## config.mk

```make
export PLATFORM = sky130hd
export DESIGN_NAME = deskew_aligner
export DESIGN_NICKNAME = d
export VERILOG_FILES = /design/src/rtl/deskew_pkg.sv /design/src/rtl/lane_arrival_stamp.sv /design/src/rtl/skew_calc.sv /design/src/rtl/lane_delay_line.sv /design/src/rtl/deskew_aligner.sv
export SDC_FILE = /design/constraint.sdc
export NUM_CORES = 1
export LEC_CHECK = 0
export BUFFER_PORTS_ARGS = -buffer_cell sky130_fd_sc_hd__buf_2
export CAP_MARGIN = 20
export CORE_ASPECT_RATIO = 1.2
export CORE_UTILIZATION = 62
export DETAILED_ROUTE_END_ITERATION = 16
export PLACE_DENSITY = 0.79
export SYNTH_ARGS = -nofsm -noshare
export SYNTH_HDL_FRONTEND = slang
export SYNTH_SLANG_ARGS = --single-unit
export TNS_END_PERCENT = 30
```

## constraint.sdc

```tcl
create_clock -name clk_i -period 8.3 [get_ports clk_i]
set_clock_uncertainty 0.05 [all_clocks]
set_input_delay 0.415 -clock clk_i [delete_from_list [all_inputs] [get_ports clk_i]]
set_output_delay 0.415 -clock clk_i [all_outputs]
set_load 0.1 [all_outputs]
```

## src/rtl/deskew_pkg.sv

```systemverilog
package deskew_pkg;
  typedef enum logic [1:0] {
    ST_IDLE    = 2'd0,
    ST_MEAS    = 2'd1,
    ST_ALIGNED = 2'd2,
    ST_FAIL    = 2'd3
  } train_state_e;
endpackage

```

## src/rtl/lane_arrival_stamp.sv

```systemverilog
module lane_arrival_stamp #(
  parameter int unsigned LANE_W = 4,
  parameter int unsigned CNT_W  = 7
) (
  input  logic              clk_i,
  input  logic              rst_ni,
  input  logic              clr_i,
  input  logic              meas_en_i,
  input  logic [CNT_W-1:0]  cnt_i,
  input  logic [LANE_W-1:0] data_i,
  output logic              seen_o,
  output logic [CNT_W-1:0]  stamp_o
);
  logic             seen_q;
  logic [CNT_W-1:0] stamp_q;

  always_ff @(posedge clk_i or negedge rst_ni) begin
    if (!rst_ni) begin
      seen_q  <= 1'b0;
      stamp_q <= '0;
    end else if (clr_i) begin
      seen_q  <= 1'b0;
      stamp_q <= '0;
    end else if (meas_en_i && !seen_q && (&data_i)) begin
      seen_q  <= 1'b1;
      stamp_q <= cnt_i;
    end
  end

  assign seen_o  = seen_q;
  assign stamp_o = stamp_q;


  stamp_hold_chk: assert property (@(posedge clk_i) disable iff (!rst_ni)
    (seen_q && !clr_i) |=> $stable(stamp_q));


  no_early_stamp_chk: assert property (@(posedge clk_i) disable iff (!rst_ni)
    (!meas_en_i && !clr_i) |=> $stable(seen_q));
endmodule

```

## src/rtl/skew_calc.sv

```systemverilog
module skew_calc #(
  parameter int unsigned NUM_LANES = 4,
  parameter int unsigned CNT_W     = 7
) (
  input  logic [NUM_LANES*CNT_W-1:0] stamps_i,
  output logic [CNT_W-1:0]           max_o,
  output logic [CNT_W-1:0]           spread_o
);
  logic [CNT_W-1:0] hi, lo;

  always_comb begin
    hi = stamps_i[CNT_W-1:0];
    lo = stamps_i[CNT_W-1:0];
    for (int l = 1; l < NUM_LANES; l++) begin
      if (stamps_i[l*CNT_W +: CNT_W] > hi) hi = stamps_i[l*CNT_W +: CNT_W];
      if (stamps_i[l*CNT_W +: CNT_W] < lo) lo = stamps_i[l*CNT_W +: CNT_W];
    end
  end

  assign max_o    = hi;
  assign spread_o = hi - lo;
endmodule

```

## src/rtl/lane_delay_line.sv

```systemverilog
module lane_delay_line #(
  parameter int unsigned LANE_W    = 4,
  parameter int unsigned MAX_DEPTH = 16,
  parameter int unsigned SEL_W     = 5
) (
  input  logic              clk_i,
  input  logic              rst_ni,
  input  logic [LANE_W-1:0] data_i,
  input  logic [SEL_W-1:0]  sel_i,
  output logic [LANE_W-1:0] data_o
);
  localparam int unsigned SR_W = MAX_DEPTH * LANE_W;

  logic [SR_W-1:0] sr_q;

  always_ff @(posedge clk_i or negedge rst_ni) begin
    if (!rst_ni) sr_q <= '0;
    else         sr_q <= {sr_q[SR_W-LANE_W-1:0], data_i};
  end

  // tap k (k>=1) holds the word seen k cycles earlier
  always_comb begin
    data_o = data_i;
    for (int k = 1; k <= MAX_DEPTH; k++) begin
      if (sel_i == SEL_W'(k)) data_o = sr_q[(k-1)*LANE_W +: LANE_W];
    end
  end


  one_cycle_tap_chk: assert property (@(posedge clk_i) disable iff (!rst_ni)
    (sel_i == SEL_W'(1)) |-> (data_o == $past(data_i)));
endmodule

```

## src/rtl/deskew_aligner.sv

```systemverilog
module deskew_aligner
  import deskew_pkg::*;
#(
  parameter int unsigned NUM_LANES = 4,
  parameter int unsigned LANE_W    = 4,
  parameter int unsigned MAX_DEPTH = 16,
  parameter int unsigned TIMEOUT   = 64
) (
  input  logic                        clk_i,
  input  logic                        rst_ni,
  input  logic                        hs_done_i,
  input  logic [NUM_LANES*LANE_W-1:0] lane_data_i,
  output logic [NUM_LANES*LANE_W-1:0] lane_data_o,
  output logic                        aligned_o,
  output logic                        skew_err_o
);
  localparam int unsigned CNT_W = $clog2(TIMEOUT + 1);
  localparam int unsigned SEL_W = $clog2(MAX_DEPTH + 1);
  localparam logic [CNT_W-1:0] TIMEOUT_C = CNT_W'(TIMEOUT);
  localparam logic [CNT_W-1:0] DEPTH_C   = CNT_W'(MAX_DEPTH);

  train_state_e state_q;
  logic [CNT_W-1:0]           cnt_q;
  logic [SEL_W-1:0]           sel_q [NUM_LANES];
  logic [NUM_LANES-1:0]       seen;
  logic [NUM_LANES*CNT_W-1:0] stamps;
  logic [CNT_W-1:0]           max_stamp, spread;
  logic                       meas_en, all_seen;

  assign meas_en  = (state_q == ST_MEAS) && (cnt_q < TIMEOUT_C);
  assign all_seen = &seen;

  for (genvar g = 0; g < NUM_LANES; g++) begin : g_lane
    lane_arrival_stamp #(.LANE_W(LANE_W), .CNT_W(CNT_W)) i_stamp (
      .clk_i    (clk_i),
      .rst_ni   (rst_ni),
      .clr_i    (hs_done_i),
      .meas_en_i(meas_en),
      .cnt_i    (cnt_q),
      .data_i   (lane_data_i[g*LANE_W +: LANE_W]),
      .seen_o   (seen[g]),
      .stamp_o  (stamps[g*CNT_W +: CNT_W])
    );

    lane_delay_line #(.LANE_W(LANE_W), .MAX_DEPTH(MAX_DEPTH), .SEL_W(SEL_W)) i_dly (
      .clk_i (clk_i),
      .rst_ni(rst_ni),
      .data_i(lane_data_i[g*LANE_W +: LANE_W]),
      .sel_i (sel_q[g]),
      .data_o(lane_data_o[g*LANE_W +: LANE_W])
    );
  end

  skew_calc #(.NUM_LANES(NUM_LANES), .CNT_W(CNT_W)) i_calc (
    .stamps_i(stamps),
    .max_o   (max_stamp),
    .spread_o(spread)
  );

  always_ff @(posedge clk_i or negedge rst_ni) begin
    if (!rst_ni) begin
      state_q <= ST_IDLE;
      cnt_q   <= '0;
      for (int l = 0; l < NUM_LANES; l++) sel_q[l] <= '0;
    end else if (hs_done_i) begin
      state_q <= ST_MEAS;
      cnt_q   <= '0;
      for (int l = 0; l < NUM_LANES; l++) sel_q[l] <= '0;
    end else if (state_q == ST_MEAS) begin
      if (all_seen) begin
        if (spread > DEPTH_C) begin
          state_q <= ST_FAIL;
        end else begin
          state_q <= ST_ALIGNED;
          for (int l = 0; l < NUM_LANES; l++)
            sel_q[l] <= SEL_W'(max_stamp - stamps[l*CNT_W +: CNT_W]);
        end
      end else if (cnt_q == TIMEOUT_C) begin
        state_q <= ST_FAIL;
      end else begin
        cnt_q <= cnt_q + 1'b1;
      end
    end
  end

  assign aligned_o  = (state_q == ST_ALIGNED);
  assign skew_err_o = (state_q == ST_FAIL);


  hs_restart_chk: assert property (@(posedge clk_i) disable iff (!rst_ni)
    hs_done_i |=> (!aligned_o && !skew_err_o));


  aligned_spread_chk: assert property (@(posedge clk_i) disable iff (!rst_ni)
    $rose(aligned_o) |-> (all_seen && spread <= DEPTH_C));


  no_overflow_chk: assert property (@(posedge clk_i) disable iff (!rst_ni)
    (all_seen && spread > DEPTH_C) |-> !aligned_o);


  timeout_chk: assert property (@(posedge clk_i) disable iff (!rst_ni)
    (state_q == ST_MEAS && cnt_q == TIMEOUT_C && !all_seen && !hs_done_i) |=> skew_err_o);
endmodule

```

==> reports/metrics.cfg, run 1 <==
[grt]
use_met1_pct = 35.5
grt_pass1_wl_mm = 51.4
grtUsageTotal_pct = 27.0
grtUsageMet3_pct = 3.99
busiest_layer = met2
grt_overflow = 0
antenna_found_initial = 0
grt_pass1_vias = 10400
grt_max_degree = 181
grt_use_met2_pct = 45.4

[timing]
hold_viol = 0
finalCritPeriodShare_pct = 92.2
setup_viol = 0
slew_headroom_pct = 31.3
tightestPinTransition_ns = 1.03
period_minus_slack_ns = 7.66
hold_ws_ns = 0.310
max_freq_ghz = 0.131
drv_slew = 0

[floorplan]
die_h_um = 169
initial_utilization_pct = 63.5
core_area_um2 = 22600
die_area_um2 = 23800
io_pins = 37
row_count = 60
fp.dieW_um = 141

[power_and_ir_drop]
leakage_nw = 6.92
switching_share_pct = 23.2
irDropWorstVdd_mv = 0.190
p_int_mw = 2.53
power_density_nw_per_um2 = 205
seq_power_share_pct = 50.1
combPwrFrac_pct = 7.8
clkPwrFrac_pct = 42.1
power.total_mw = 3.29
power_switching_mw = 0.764

[synthesis]
yosys.area.top_type_share_pct = 55.2
syn_nets = 1409
synth_cell_types = 81
synth.top_cells.by_area = dfrtp_1, mux2i_1, ha_1
yosysMostFrequentCell = dfrtp_1
ys_async_sr_fraction_pct = 100
syn_area_per_cell_um2 = 10.8
ys_warn_count = 0
yosys.area.top_type = dfrtp_1
synthFlopType = dfrtp_1
ys_ff_latch = 317
synth_edf_count = 0
synthCells = 1328
netlist_area_um2 = 14400
synth-seq-area-share_pct = 55.2
netlist_top_cells_count = dfrtp_1, nor2_1, nand2_1

[drt]
drt-vias-per-instance = 6.07
vias = 10300
antenna_left = 0
finalWirelength_mm = 31.1
first_iter_violations = 739
dr.pass1.iters = 5
wire_per_inst_um = 18.2
route.detailed.drc = 0

[layout]
fin_area_um2 = 16100
stdcell_count = 1702
utilization_pct = 71.1
final_nets = 1453
layout-drive-gt1-share_pct = 10.5
area_growth_pct = 11.8
diodes = 0

[clock_tree]
clockBufferDepth = 3
cts_tree = built
clock_latency_ns = 0.56
root_buffer = clkbuf_16
clock_sinks = 317
clkTransAtPathRegs_ns = 0.06
cts_buffers = 30
ctsHtreeMaxLevel = 1

[worst_setup_path]
critical_path_class = flip-flop to flip-flop
startpoint_type = flip-flop
worstSetupEndpointType = flip-flop
cp_slowest_stage_delay_ns = 0.68
worst_ep_arrival_time_ns = 7.99
cpMaxStageDelayCell = or4_4
required_ns = 8.64
cp_max_fo = 12

[placement]
hpwl_mm = 21.6
placed_area_um2 = 14800
portBuffers = 36
dp.cells = 1633
place.gp.congestion = 0.941

[min_path]
min_path_type = flip-flop to flip-flop

[outcome]
status = complete, no violations

[flow_run]
drv_cap = 0

## cells by family after synthesis
logic type | Yosys count | share of synthesized area [%]
and+or+nand+nor | 397 | 13.3
AOI/OAI and AO/OA | 332 | 15.0
buffers and inverters | 108 | 3.02
muxes | 88 | 6.33
adders and majority gates | 62 | 5.66
xor gates and xnor gates | 24 | 1.46
DFF | 317 | 55.2
## cell usage in the layout (no fill, tap or decap), types with 13 or more instances in the layout
master,n
nand3_1,35
buf_4,13
mux2i_1,73
nand2_1,103
nor3_1,31
a21o_1,16
dlygate4sd3_1,17
dfrtp_1,317
clkbuf_16,30
a21oi_1,101
o21ai_0,80
a211oi_1,14
buf_2,35
xnor2_1,16
inv_1,52
nor2_1,117
ha_1,57
nor2b_1,19
mux2_2,13
nand2b_1,15
o22ai_1,19
## through the flow
stage | TNS, ns | setup slack, ns
detailed placement | 0 | 0.193
finish | 0 | 0.644
global placement | 0 | 0.487
floorplan | 0 | 0.683
CTS | 0 | 0.145
global route | -0.183 | -0.0598
## power groups by stage
stage / clock network, mW / registers, mW / logic [mW]
global placement: 0 / 1.67 / 0.245
finish: 1.39 / 1.65 / 0.258
CTS: 1.41 / 1.65 / 0.256
global route: 1.47 / 1.66 / 0.284
detailed placement: 0 / 1.68 / 0.248
floorplan: 0 / 1.66 / 0.167
## critical path: cells and delay by family, from the launching register on
| kind | cells | cell delay (ns) |
|---|---|---|
| simple gates | 11 | 2.54 |
| flops | 1 | 0.37 |
| xor+xnor | 1 | 0.18 |
| buf+inv | 3 | 0.29 |
| compound gates | 13 | 2.55 |
| fa+ha+maj | 5 | 1.51 |
## sequential cells by signal, indices dropped and copies added, names as in the netlist
name and flops:
g_lane.i_dly.sr_q 256, g_lane.i_stamp.stamp_o 28, sel_q 20, cnt_q 7, g_lane.i_stamp.seen_o 4, state_q 2
## worst paths after layout
kind                                                                from                                  to  slack, ns  depth (start not counted)
worst max-delay path            g_lane[0].i_stamp.stamp_o[5]$_DFFE_PN0P_                sel_q[0]$_DFFE_PN0P_       0.64                         33
worst min-delay path                  g_lane[2].i_dly.sr_q[42]$_DFF_PN0_  g_lane[2].i_dly.sr_q[46]$_DFF_PN0_       0.31                          0
worst max register to register  g_lane[0].i_stamp.stamp_o[5]$_DFFE_PN0P_                sel_q[0]$_DFFE_PN0P_       0.64                         33
worst min register to register        g_lane[2].i_dly.sr_q[42]$_DFF_PN0_  g_lane[2].i_dly.sr_q[46]$_DFF_PN0_       0.31                          0
max in group asynchronous                                         rst_ni  g_lane[3].i_dly.sr_q[42]$_DFF_PN0_       6.46                          3
min in group asynchronous                                         rst_ni  g_lane[1].i_dly.sr_q[48]$_DFF_PN0_       0.35                          2
## area by class of cell
class                      count  area (um^2)
sequential                   317         7930
timing repair buffer          67          478
clock inverter                 7          128
fill                        1571         6540
inverter                      53          199
multi-input combinational    903         6050
tap                          310          388
clock buffer                  45          887
## routing by layer
| layer | vias up | part of all wire (%) |
|---|---|---|
| li1 | 4859 | - |
| met1 | 5119 | 43 |
| met2 | 279 | 49 |
| met3 | 68 | 4.6 |
| met4 | 0 | 3.4 |
| met5 | - | 0 |
## repair_timing
item                                   4_1_cts  5_1_grt
setup buffers                                0        0
hold buffers                                17        0
resized for setup                            0       10
endpoints found under the hold margin      102        0
setup endpoints to repair                    0       21
Note: power is estimated with default switching activity, not from simulation.
==> run 2, diff against run 1 <==
Settings changed: ABC_CLOCK_PERIOD_IN_PS set to 8300, CORE_UTILIZATION 62 to 65, CTS_BUF_LIST set to sky130_fd_sc_hd__clkbuf_8, PLACE_DENSITY 0.79 to 0.82.
==> reports/metrics.cfg, run 2 (synthesis gave the netlist of run 1 again) <==
[power_and_ir_drop]
irDropWorstVdd_mv = 0.190  ; -0.38%
leakage_nw = 7.02  ; +1.5%
power.total_mw = 3.22  ; -2.1%
power_density_nw_per_um2 = 201  ; -2.0%

[grt]
grt_max_degree = 190  ; +5.0%
grt_pass1_wl_mm = 51.4  ; about the same
grt_overflow = 0  ; unchanged
grtUsageTotal_pct = 29.1  ; +2.1 points
grt_pass1_vias = 10300  ; -1.2%
antenna_found_initial = 0  ; unchanged

[clock_tree]
cts_buffers = 49  ; +63%
ctsHtreeMaxLevel = 2  ; +1
clock_latency_ns = 0.56  ; about the same
clockBufferDepth = 3  ; unchanged
post_cts_buffers = 0  ; unchanged
root_buffer = clkbuf_8
clock_sinks = 317  ; unchanged
clkTransAtPathRegs_ns = 0.07  ; about the same
cts_tree = built

[drt]
first_iter_violations = 826  ; +12%
vias = 10400  ; +0.57%
drt-vias-per-instance = 6.09  ; +0.45%
route.detailed.drc = 0  ; unchanged
finalWirelength_mm = 31.4  ; +1.1%
antenna_left = 0  ; unchanged
dr.pass1.iters = 5  ; unchanged
wire_per_inst_um = 18.4  ; +1.0%

[floorplan]
die_h_um = 165  ; -2.3%
core_area_um2 = 21700  ; -4.0%
fp.dieW_um = 138  ; -2.3%
row_count = 59  ; -1.7%
die_area_um2 = 22700  ; -4.6%
initial_utilization_pct = 66.2  ; +2.6 points
io_pins = 37  ; unchanged

[placement]
portBuffers = 36  ; unchanged
place.gp.congestion = 0.901  ; -4.3%
hpwl_mm = 21.4  ; -0.62%

[layout]
layout_common_cells = dfrtp_1, nor2_1, nand2_1
final_nets = 1473  ; +1.4%
regMostFlops = g_lane.i_dly.sr_q
multi_input_area_um2 = 6040  ; -0.14%
layout-drive-gt1-share_pct = 12.1  ; +1.6 points
final_common_cell = dfrtp_1
seq_area_um2 = 7930  ; unchanged
area_growth_pct = 11.7
largest_reg_flops = 256  ; unchanged
diodes = 0  ; unchanged
fill_cells = 1477  ; -6.0%

[timing]
hold_viol = 0  ; unchanged
hold_ws_ns = 0.228  ; -0.0820 ns
tightestPinTransition_ns = 0.960  ; -0.0711 ns
slew_headroom_pct = 36.0  ; +4.7 points
period_minus_slack_ns = 7.93  ; +0.274 ns
max_freq_ghz = 0.126  ; -3.5%
setup_viol = 0  ; unchanged
drv_slew = 0  ; unchanged
finalCritPeriodShare_pct = 95.5  ; +3.3 points

[worst_setup_path]
worst_ep_arrival_time_ns = 8.30  ; +0.31 ns
critical_path_class = flip-flop to flip-flop
crit_family = compound AO/OA/AOI/OAI gates
path_buf_inv = 2  ; -1
startpoint_type = flip-flop
worstSetupEndpointType = flip-flop
cp_slowest_stage_delay_ns = 0.62  ; -0.06 ns
cpMaxStageDelayCell = or4_1
required_ns = 8.67  ; +0.03 ns
cp_max_fo = 10  ; -2

[flow_run]
drv_cap = 0  ; unchanged

[outcome]
status = complete, no violations

[min_path]
min_path_type = primary input to flip-flop

run 2: cell types whose count changed in the layout (fill, tap and decap cells not counted), sizes merged:
cell / change
buf: +1
inv: +15
clkbuf: +19
clkinv: +5
bufinv: -2
run 2: path summary, 6_finish.rpt:
kind | startpoint | to | slack (ns) | depth (start not counted)
min in group asynchronous | rst_ni | g_lane[1].i_dly.sr_q[45]$_DFF_PN0_ | 0.46 | 2
setup / recovery | g_lane[0].i_stamp.stamp_o[4]$_DFFE_PN0P_ | sel_q[3]$_DFFE_PN0P_ | 0.37 | 29
max in group asynchronous | rst_ni | g_lane[3].i_dly.sr_q[12]$_DFF_PN0_ | 6.25 | 3
hold reg to reg | g_lane[1].i_dly.sr_q[1]$_DFF_PN0_ | g_lane[1].i_dly.sr_q[5]$_DFF_PN0_ | 0.31 | 0
hold / removal | hs_done_i | g_lane[1].i_stamp.stamp_o[4]$_DFFE_PN0P_ | 0.23 | 2
setup reg to reg | g_lane[0].i_stamp.stamp_o[4]$_DFFE_PN0P_ | sel_q[3]$_DFFE_PN0P_ | 0.37 | 29
run 2: repair_timing:
| action | CTS | global route |
|---|---|---|
| setup endpoints to repair | 0 | 21 |
| hold buffers | 17 | 0 |
| hold endpoints to repair | 144 | 0 |
| resized for setup | 0 | 7 |
run 2: through the flow:
step	worst slack [ns]	utilization [%]	instance area, um^2	setup TNS [ns]	cells
6_report	0.370	73.9	16000	0	1704
5_1_grt	-0.0163	73.9	16000	-0.0163	1704
4_1_cts	0.165	73.6	16000	0	1703
3_5_place_dp	0.251	68.1	14800	0	1597
3_3_place_gp	0.491	68.1	14800	0	1597
2_1_floorplan	0.683	-	14400	0	1328
run 2: cell type report:
class,count,area share (%)
Sequential cell,317,49.5
Multi-Input combinational cell,903,37.6
Clock buffer,64,5.49
Timing Repair Buffer,68,3.11
Tap cell,274,2.14
Inverter,53,1.24
Clock inverter,25,0.905
run 2: where the power goes:
group          switching, mW  internal, mW  total, mW
sequential            0.0385          1.61       1.65
clock                  0.594         0.723       1.32
combinational          0.166        0.0899      0.256
total                  0.798          2.43       3.22
run 2: per-layer routing:
metal	vias to the layer above	GRT usage (%)	part of all wire, %
met5	-	0	0
met1	5122	38.5	42
met4	0	9.74	2.3
met2	304	48.9	51
li1	4908	-	-
met3	50	4.70	4.5
